`src/rtl/pc_seq_pkg.sv`:
```
package pc_seq_pkg;

    // Which candidate feeds the address register.
    typedef enum logic [1:0] {
        SRC_SEQ    = 2'd0,
        SRC_BRANCH = 2'd1,
        SRC_JUMP   = 2'd2
    } next_src_e;

    // Bytes per instruction word; the increment and both scalings use it.
    localparam int unsigned WORD_BYTES = 4;
    localparam int unsigned WORD_SHIFT = 2;

endpackage

```
`src/rtl/pc_seq_incr.sv`:
```
module pc_seq_incr #(
    parameter int unsigned ADDR_W = 32,
    parameter int unsigned STEP   = 4
) (
    input  logic [ADDR_W-1:0] base_i,
    output logic [ADDR_W-1:0] sum_o
);
    localparam logic [ADDR_W-1:0] STEP_V = ADDR_W'(STEP);

    always_comb begin
        sum_o = base_i + STEP_V;
    end
endmodule

```
`src/rtl/pc_seq_rel.sv`:
```
module pc_seq_rel #(
    parameter int unsigned ADDR_W = 32,
    parameter int unsigned OFS_W  = 16,
    parameter int unsigned SHIFT  = 2
) (
    input  logic [ADDR_W-1:0] seq_i,
    input  logic [OFS_W-1:0]  ofs_i,
    output logic [ADDR_W-1:0] dest_o
);
    localparam int unsigned EXT_W = ADDR_W - OFS_W;

    logic [ADDR_W-1:0] ofs_ext;
    logic [ADDR_W-1:0] ofs_bytes;

    always_comb begin
        ofs_ext   = {{EXT_W{ofs_i[OFS_W-1]}}, ofs_i};
        ofs_bytes = ofs_ext << SHIFT;
        dest_o    = seq_i + ofs_bytes;
    end
endmodule

```
`src/rtl/pc_seq_abs.sv`:
```
module pc_seq_abs #(
    parameter int unsigned ADDR_W = 32,
    parameter int unsigned TGT_W  = 26,
    parameter int unsigned SHIFT  = 2
) (
    input  logic [ADDR_W-1:0] seq_i,
    input  logic [TGT_W-1:0]  tgt_i,
    output logic [ADDR_W-1:0] dest_o
);
    localparam int unsigned REGION_W = ADDR_W - TGT_W - SHIFT;

    generate
        if (REGION_W > 0) begin : g_region
            always_comb begin
                dest_o = {seq_i[ADDR_W-1 -: REGION_W], tgt_i, {SHIFT{1'b0}}};
            end
        end else begin : g_flat
            always_comb begin
                dest_o = ADDR_W'({tgt_i, {SHIFT{1'b0}}});
            end
        end
    endgenerate
endmodule

```
`src/rtl/pc_sequencer.sv`:
```
module pc_sequencer #(
    parameter int unsigned ADDR_W = 32,
    parameter int unsigned OFS_W  = 16,
    parameter int unsigned TGT_W  = 26
) (
    input  logic              clk,
    input  logic              rst,
    input  logic              branch_en,
    input  logic              jump_en,
    input  logic              alu_equal,
    input  logic [OFS_W-1:0]  offset_field,
    input  logic [TGT_W-1:0]  target_field,
    output logic [ADDR_W-1:0] pc_out
);
    import pc_seq_pkg::*;

    localparam int unsigned REGION_W = ADDR_W - TGT_W - WORD_SHIFT;
    localparam logic [ADDR_W-1:0] STEP_V = ADDR_W'(WORD_BYTES);

    typedef struct packed {
        logic [ADDR_W-1:0] pc;
    } seq_state_t;

    seq_state_t state_d, state_q;
    next_src_e  src_d;

    logic [ADDR_W-1:0] seq_addr;
    logic [ADDR_W-1:0] rel_addr;
    logic [ADDR_W-1:0] abs_addr;

    pc_seq_incr #(.ADDR_W(ADDR_W), .STEP(WORD_BYTES)) i_incr (
        .base_i (state_q.pc),
        .sum_o  (seq_addr)
    );

    pc_seq_rel #(.ADDR_W(ADDR_W), .OFS_W(OFS_W), .SHIFT(WORD_SHIFT)) i_rel (
        .seq_i  (seq_addr),
        .ofs_i  (offset_field),
        .dest_o (rel_addr)
    );

    pc_seq_abs #(.ADDR_W(ADDR_W), .TGT_W(TGT_W), .SHIFT(WORD_SHIFT)) i_abs (
        .seq_i  (seq_addr),
        .tgt_i  (target_field),
        .dest_o (abs_addr)
    );

    // Next-state logic: the jump is tested first, then the taken branch.
    always_comb begin
        if (jump_en)
            src_d = SRC_JUMP;
        else if (branch_en && alu_equal)
            src_d = SRC_BRANCH;
        else
            src_d = SRC_SEQ;

        state_d = state_q;
        unique case (src_d)
            SRC_JUMP:   state_d.pc = abs_addr;
            SRC_BRANCH: state_d.pc = rel_addr;
            default:    state_d.pc = seq_addr;
        endcase
    end

    always_ff @(posedge clk) begin
        if (rst)
            state_q <= '0;
        else
            state_q <= state_d;
    end

    assign pc_out = state_q.pc;

    // Checks on the address sequence.
    assert_reset_zero_R1: assert property (@(posedge clk)
        rst |=> pc_out == '0);

    assert_plain_step_R2: assert property (@(posedge clk) disable iff (rst)
        (!branch_en && !jump_en) |=> pc_out == $past(pc_out) + STEP_V);

    assert_taken_branch_R3: assert property (@(posedge clk) disable iff (rst)
        (branch_en && alu_equal && !jump_en) |=>
        pc_out == $past(pc_out) + STEP_V
                  + (ADDR_W'($signed($past(offset_field))) << WORD_SHIFT));

    assert_untaken_branch_R4: assert property (@(posedge clk) disable iff (rst)
        (branch_en && !alu_equal && !jump_en) |=> pc_out == $past(pc_out) + STEP_V);

    assert_jump_fields_R5: assert property (@(posedge clk) disable iff (rst)
        jump_en |=> (pc_out[TGT_W+WORD_SHIFT-1:WORD_SHIFT] == $past(target_field))
                 && (pc_out[WORD_SHIFT-1:0] == '0)
                 && (pc_out[ADDR_W-1 -: REGION_W] == $past(seq_addr[ADDR_W-1 -: REGION_W])));

    assert_jump_wins_R6: assert property (@(posedge clk) disable iff (rst)
        (jump_en && branch_en && alu_equal) |=>
        pc_out[TGT_W+WORD_SHIFT-1:WORD_SHIFT] == $past(target_field));

    assert_self_branch_R7: assert property (@(posedge clk) disable iff (rst)
        (branch_en && alu_equal && !jump_en && (&offset_field)) |=>
        pc_out == $past(pc_out));

    assert_equal_ignored_R8: assert property (@(posedge clk) disable iff (rst)
        (!branch_en && !jump_en && alu_equal) |=> pc_out == $past(pc_out) + STEP_V);

    assert_wrap_R9: assert property (@(posedge clk) disable iff (rst)
        (!branch_en && !jump_en && (&pc_out[ADDR_W-1:WORD_SHIFT])) |=> pc_out == '0);

endmodule

```
`config.mk`:
```
export PLATFORM = sky130hd
export DESIGN_NAME = pc_sequencer
export DESIGN_NICKNAME = d
export VERILOG_FILES = /design/src/rtl/pc_seq_pkg.sv /design/src/rtl/pc_seq_incr.sv /design/src/rtl/pc_seq_rel.sv /design/src/rtl/pc_seq_abs.sv /design/src/rtl/pc_sequencer.sv
export SDC_FILE = /design/constraint.sdc
export NUM_CORES = 1
export LEC_CHECK = 0
export ABC_AREA = 1
export BUFFER_PORTS_ARGS = -buffer_cell sky130_fd_sc_hd__buf_2
export CORE_ASPECT_RATIO = 1.5
export CORE_MARGIN = 2
export CORE_UTILIZATION = 40
export DETAILED_ROUTE_END_ITERATION = 10
export PLACE_DENSITY = 0.56
export SLEW_MARGIN = 10
export SYNTH_ARGS = -nofsm -noshare
export SYNTH_HDL_FRONTEND = slang
export SYNTH_HIERARCHICAL = 1
export SYNTH_SLANG_ARGS = --single-unit
```
`constraint.sdc`:
```
create_clock -name clk -period 2.87 [get_ports clk]
set_clock_uncertainty 0.05 [all_clocks]
set_input_delay 0.574 -clock clk [delete_from_list [all_inputs] [get_ports clk]]
set_output_delay 0.574 -clock clk [all_outputs]
set_load 0.02 [all_outputs]
```
==> results of run 1 <==
## final cells by class
type	instances	area share, %
flip-flops and latches	32	9.17
well taps	156	2.74
clock inverters	2	0.492
repair buffers	196	18.3
inverters	118	6.29
multi-input cells	706	61.3
clock buffers	6	1.81
## critical path, stage by stage, from the launching register on
cell      delay (ns)
dfxtp_1         0.37
nand2_1         0.14
nor2_4          0.20
nand3b_1        0.18
o21ai_1         0.20
nand2_2         0.15
ha_4            0.34
nand2_4         0.08
buf_12          0.13
nor2_4          0.12
nand2_2         0.07
nor2_1          0.11
nand2_2         0.08
nand3_1         0.10
nand2_1         0.05
nand2_1         0.05
inv_1           0.04
nor2_1          0.10
nor2_1          0.07
nor2_1          0.09
## through the flow
step	power [mW]	instance area (um^2)	hold slack (ns)
after floorplan	1.37	5010	0.596
after global placement	1.88	6040	0.489
after detailed placement	1.88	6040	0.477
after CTS	2.56	6430	0.449
after global routing	2.92	7120	0.461
final	2.75	7120	0.447
## layout by cell type (no fill, tap or decap), drive strengths merged
cell type	synthesis	final
clkbuf	1	6
fa	1	1
nand2	377	377
nand4	6	6
a21oi	21	21
nor3	3	3
nor2	148	148
ha	30	30
o21ai	30	30
buf	50	196
and2	2	2
o21bai	7	7
xor2	22	22
nand3	42	42
dfxtp	32	32
inv	118	118
conb	1	2
a21o	1	1
xnor2	7	7
bufinv	0	1
nand3b	7	7
clkinv	0	1
## final timing paths
check | endpoint | cells past startpoint
worst max-delay path | pc_out[26]$_SDFF_PP0_ | 19
worst min-delay path | pc_out[25]$_SDFF_PP0_ | 2
worst max register to register | pc_out[26]$_SDFF_PP0_ | 19
worst min register to register | pc_out[1]$_SDFF_PP0_ | 2
## cell families after synthesis
| kind of cell | after synthesis | synth area share [%] |
|---|---|---|
| and+or+nand+nor | 585 | 50.2 |
| buffers and inverters | 169 | 16.6 |
| AOI/OAI and AO/OA | 59 | 7.28 |
| DFF | 32 | 12.8 |
| adders and majority gates | 31 | 7.90 |
| xor gates and xnor gates | 29 | 5.23 |
| other | 1 | 0.0750 |
## per-layer routing
metal	up-vias	GRT usage, %	wire length, um
met5	-	0	0
met4	0	10.5	731
met3	41	2.51	457
met2	143	48.6	9750
met1	2638	27.5	6690
li1	3035	-	-
## timing repair
item / CTS / global route
gates resized for setup: 33 / 157
buffers inserted: 2 / 6
pin swaps: 7 / 73
endpoints found under the setup margin: 21 / 23
## power groups by stage
stage          Clock, mW  Sequential, mW  Combinational, mW
6_report           0.602           0.545               1.60
5_1_grt            0.634           0.550               1.74
4_1_cts            0.615           0.538               1.41
3_5_place_dp           0           0.547               1.34
3_3_place_gp           0           0.548               1.33
2_1_floorplan          0           0.598              0.769
==> key figures, run 1 <==
Outcome
  – Run status: finished clean

Synth
  – Mapped Area: 5000 um^2
  – Flops & latches, synth: 32
  – Area leader, netlist: nand2_1
  – Synth warnings: 6
  – Post-synth top cells: 360 x nand2_1, 130 x nor2_1, 113 x inv_1, 38 x buf_4, 37 x nand3_1
  – Yosys top cell area share: 27.0%
  – Post-synthesis sequential area ratio: 12.8%
  – Syn Inst Count: 906
  – Post-synth EDFFs: 0
  – Cell with the most instances after synthesis: nand2_1
  – Ranking of synthesized cells by area: nand2_1 27%, dfxtp_1 13%, nor2_1 9.8%, inv_1 8.5%, ha_1 7.5%
  – Syn avg cell area: 5.52 um^2
  – Top FF cell, synth: dfxtp_1
  – Async set-or-reset flop fraction in the synthesized netlist: 0%
  – Synth cell types: 37

Worst setup path
  – CP Class: flop to flop
  – CP arrival: 2.95 ns
  – CP startpoint kind: flop
  – Worst EP required: 3.04 ns
  – R2R Setup Slk: 0.08 ns
  – Worst Setup SP: pc_out[8]$_SDFF_PP0_
  – FF-to-FF Start: pc_out[8]$_SDFF_PP0_
  – Kind of end point of the critical path: flop
  – Crit-path max FO: 4

Power
  – Lkg Pwr: 3.85 nW
  – Internal Power: 1.59 mW
  – Comb pwr share: 58.3%
  – PwrDens: 386 nW/um^2
  – Sw Pwr: 1.16 mW
  – Clk pwr share: 21.9%
  – Peak VDD IR: 0.263 mV
  – Sequential Power Share: 19.8%
  – Sw frac: 42.1%

Route
  – Iter 0 DRT Violations: 271
  – Vias: 5857
  – TritonRoute pass-1 iters: 5
  – Number of remaining DRC errors: 0
  – Vias per inst: 4.82
  – Post-Route WL: 17600 um
  – Avg WL per Cell: 14.5 um
  – Post-DRT Antenna Nets: 0

Clock tree
  – Hold Buf Count CTS: 0
  – Clock Tree Root: clkbuf_16
  – CTS tree: built
  – Worst skew pair latency: 0.28 ns
  – Max Root-Sink Buffers: 2
  – Register clock-pin slew on the reported worst setup and hold paths: 0.06 ns
  – # clock sinks: 32
  – TritonCTS Buffers: 5
  – H-tree depth: 2

Timing
  – Period utilization: 97.1%
  – Setup TNS: 0 ns
  – Tmin final: 2.79 ns
  – Fmax: 359 MHz
  – Slew margin rel.: 52.5%
  – Final worst slack: 0.0832 ns
  – RSZ-0062 raised after global routing: true
  – Worst slew pin tran: 0.712 ns
  – Fin. max-slew vios: 0
  – Final Hold Fails: 0
  – Final Setup Violations: 0

Hold path
  – Worst Hold Class: input pin to flop
  – Min-delay src: rst

Floorplanning
  – Ports: 79
  – Placement Rows: 50
  – Die X: 95.3 um
  – Die Y: 141 um
  – Die area: 13400 um^2
  – Core Region: 12300 um^2
  – Initial Utilization: 40.6%

Global route
  – Largest net degree at the start of global routing: 35
  – GRT Total Usage: 25.4%
  – Initial antenna violation count: 0
  – Overflow after GRT: 0
  – Global-route wire length before repair: 26100 um
  – Number of global-route vias before repair: 5416

Finish
  – Register Area: 653 um^2
  – Core Util, Final: 57.8%
  – Area of the multi-input gates: 4360 um^2
  – N_diodes: 0
  – Layout Nets: 1137
  – FILL cells: 1288
  – Max reg flops: 32
  – Post-Layout Cell Count: 1216
  – Share of cells above drive strength 1: 39.4%
  – Area Overhead vs Synth: 42.4%

Placed design
  – Routability congestion estimate: 0.954
  – Post-DP HPWL: 14200 um
  – Pre-CTS setup slack: -0.142 ns
  – IO Port Bufs: 78
  – Cells after DPL: 1200

Flow run
  – Max Cap Viol: 0
(Power assumes the default switching activity.)
==> run 2: changes to the inputs <==
==> constraint.sdc (replaced) <==
create_clock -name clk -period 2.8 [get_ports clk]
set_clock_uncertainty 0.05 [all_clocks]
set_input_delay 0.56 -clock clk [delete_from_list [all_inputs] [get_ports clk]]
set_output_delay 0.56 -clock clk [all_outputs]
set_load 0.02 [all_outputs]
==> run 2 against run 1 <==
The run now ends with negative setup slack left. Non-clock buffer count increased by 9. Largest cell class unchanged. Critical endpoint is now pc_out[28]$_SDFF_PP0_. Cell count grew 0.74%. First-iteration DRC count is 24% lower. Core utilization rose by 1.3 points. Worst setup slack worse by 0.085 ns. Worst hold slack better by 0.0063 ns. Sequential cell count stayed put. Critical path type unchanged. Maximum frequency is 0.55% lower.
==> key figures, run 2 (synthesized netlist as in run 1, its figures left out) <==
Route
  – Number of remaining DRC errors: 0
  – Avg WL per Cell: 14.3 um
  – Post-Route WL: 17500 um
  – Vias: 5836
  – Vias per inst: 4.76
  – TritonRoute pass-1 iters: 5
  – Iter 0 DRT Violations: 205
  – Post-DRT Antenna Nets: 0

Timing
  – Fmax: 357 MHz
  – Final worst slack: -0.00217 ns
  – Min Hold Slack: 0.454 ns
  – Worst slew pin tran: 0.725 ns
  – Final Setup Violations: 1
  – Fin. max-slew vios: 0
  – Tmin final: 2.80 ns
  – Slew margin rel.: 51.7%
  – Final Hold Fails: 0
  – Period utilization: 100%
  – RSZ-0062 raised after global routing: true

Floorplanning
  – Die Y: 141 um
  – Placement Rows: 50
  – Core Region: 12300 um^2
  – Die area: 13400 um^2
  – Ports: 79
  – Initial Utilization: 40.6%
  – Die X: 95.3 um

Power
  – Tot Pwr: 2.79 mW
  – Lkg Pwr: 3.90 nW
  – Peak VDD IR: 0.270 mV
  – PwrDens: 383 nW/um^2

Hold path
  – Min-delay src: rst
  – Worst Hold Class: input pin to flop

Finish
  – Most frequent cells in the layout: 288 x nand2_1, 121 x buf_4, 100 x inv_1
  – Layout Nets: 1146
  – Commonest non-fill, non-tap cell in the layout: nand2_1
  – Post-Layout Cell Count: 1225
  – Area Overhead vs Synth: 45.5%
  – Max reg flops: 32
  – Share of cells above drive strength 1: 43.3%
  – Core Util, Final: 59.1%
  – N_diodes: 0

Flow run
  – Max Cap Viol: 0

Worst setup path
  – Kind of end point of the critical path: flop
  – Crit-path max FO: 5
  – Worst Setup SP: pc_out[2]$_SDFF_PP0_
  – CP arrival: 2.97 ns
  – Worst EP required: 2.97 ns
  – CP Class: flop to flop
  – CP startpoint kind: flop
  – FF-to-FF Start: pc_out[2]$_SDFF_PP0_

Outcome
  – Run status: complete, but fails checks
  – Failing checks: negative setup slack

Global route
  – Largest net degree at the start of global routing: 33
  – GRT Total Usage: 25.0%
  – Number of global-route vias before repair: 5364
  – Initial antenna violation count: 0
  – Overflow after GRT: 0
  – Global-route wire length before repair: 26000 um

Clock tree
  – TritonCTS Buffers: 5
  – Hold Buf Count CTS: 0
  – Max Root-Sink Buffers: 2
  – H-tree depth: 2
  – # clock sinks: 32
  – Clock Tree Root: clkbuf_16
  – Register clock-pin slew on the reported worst setup and hold paths: 0.06 ns
  – Worst skew pair latency: 0.28 ns
  – CTS tree: built

Placed design
  – Post-DP HPWL: 13900 um
  – Cells after DPL: 1205
  – Routability congestion estimate: 0.871
  – IO Port Bufs: 78
## run 2: cell types whose count changed in the layout (fill, tap and decap cells not counted), moves of 2 or more
cell     change
dfxtp_1      -4
buf_4        +7
dfxtp_2      +3
nand2_8      +2
nor2_1       -9
buf_6        +3
inv_1        -8
nand2_1     -14
ha_2         +2
nand2_2     +11
nor2_4       +4
inv_2        +7
nor2_2       +5
a21oi_1      +2
## run 2: what timing repair did
item | 4_1_cts | 5_1_grt
buffers inserted | 1 | 11
endpoints found under the hold margin | 0 | 0
setup endpoints to repair | 19 | 21
pin swaps | 47 | 91
resized for setup | 95 | 141
## run 2: critical path: stages (launching register included)
cell and delay [ns]:
dfxtp_2 0.36, ha_4 0.16, nand2_4 0.06, nor2_4 0.12, nand2_4 0.12, nor2_4 0.16
xor2_1 0.19, buf_4 0.16, ha_4 0.21, buf_6 0.14, nand2_8 0.07, nor2_1 0.05
nor2_1 0.12, nand2_2 0.09, nand2_2 0.11, nand4_1 0.11, nand2_1 0.10, nand4_1 0.12
nand3_1 0.12, nand2_1 0.05, inv_1 0.06
## run 2: through the flow
| step | setup WS (ns) | area, um^2 | TNS (ns) |
|---|---|---|---|
| 6_report | -0.00217 | 7280 | -0.00217 |
| 5_1_grt | -0.135 | 7280 | -1.44 |
| 3_5_place_dp | -0.306 | 6070 | -3.94 |
| 4_1_cts | -0.0000377 | 6730 | -0.0000377 |
| 3_3_place_gp | -0.333 | 6070 | -4.24 |
| 2_1_floorplan | 0.0116 | 5010 | 0 |
## run 2: area by class of cell
type                            instances  area [um^2]
Inverter                              118          450
Tap cell                              156          195
Clock inverter                          3         18.8
Sequential cell                        32          661
Timing Repair Buffer                  205         1370
Fill cell                            1240         5050
Clock buffer                            5          125
Multi-Input combinational cell        706         4460
## run 2: layer usage
metal | part of all wire, % | vias to the layer above | track usage, %
met2 | 55 | 117 | 47.3
met3 | 2.6 | 29 | 3.10
li1 | - | 3048 | -
met1 | 39 | 2642 | 27.7
met4 | 3.5 | 0 | 8.85
met5 | 0 | - | 0
## run 2: final timing paths
kind / endpoint / slack (ns) / cells past startpoint
min: pc_out[26]$_SDFF_PP0_ / 0.45 / 2
min reg2reg: pc_out[0]$_SDFF_PP0_ / 0.50 / 2
max reg2reg: pc_out[28]$_SDFF_PP0_ / -0.002 / 20
max: pc_out[28]$_SDFF_PP0_ / -0.002 / 20
## run 2: power breakdown
| part | total [mW] | switching [mW] | internal [mW] |
|---|---|---|---|
| registers | 0.566 | 0.0583 | 0.508 |
| clock network | 0.529 | 0.202 | 0.327 |
| logic | 1.69 | 0.954 | 0.738 |
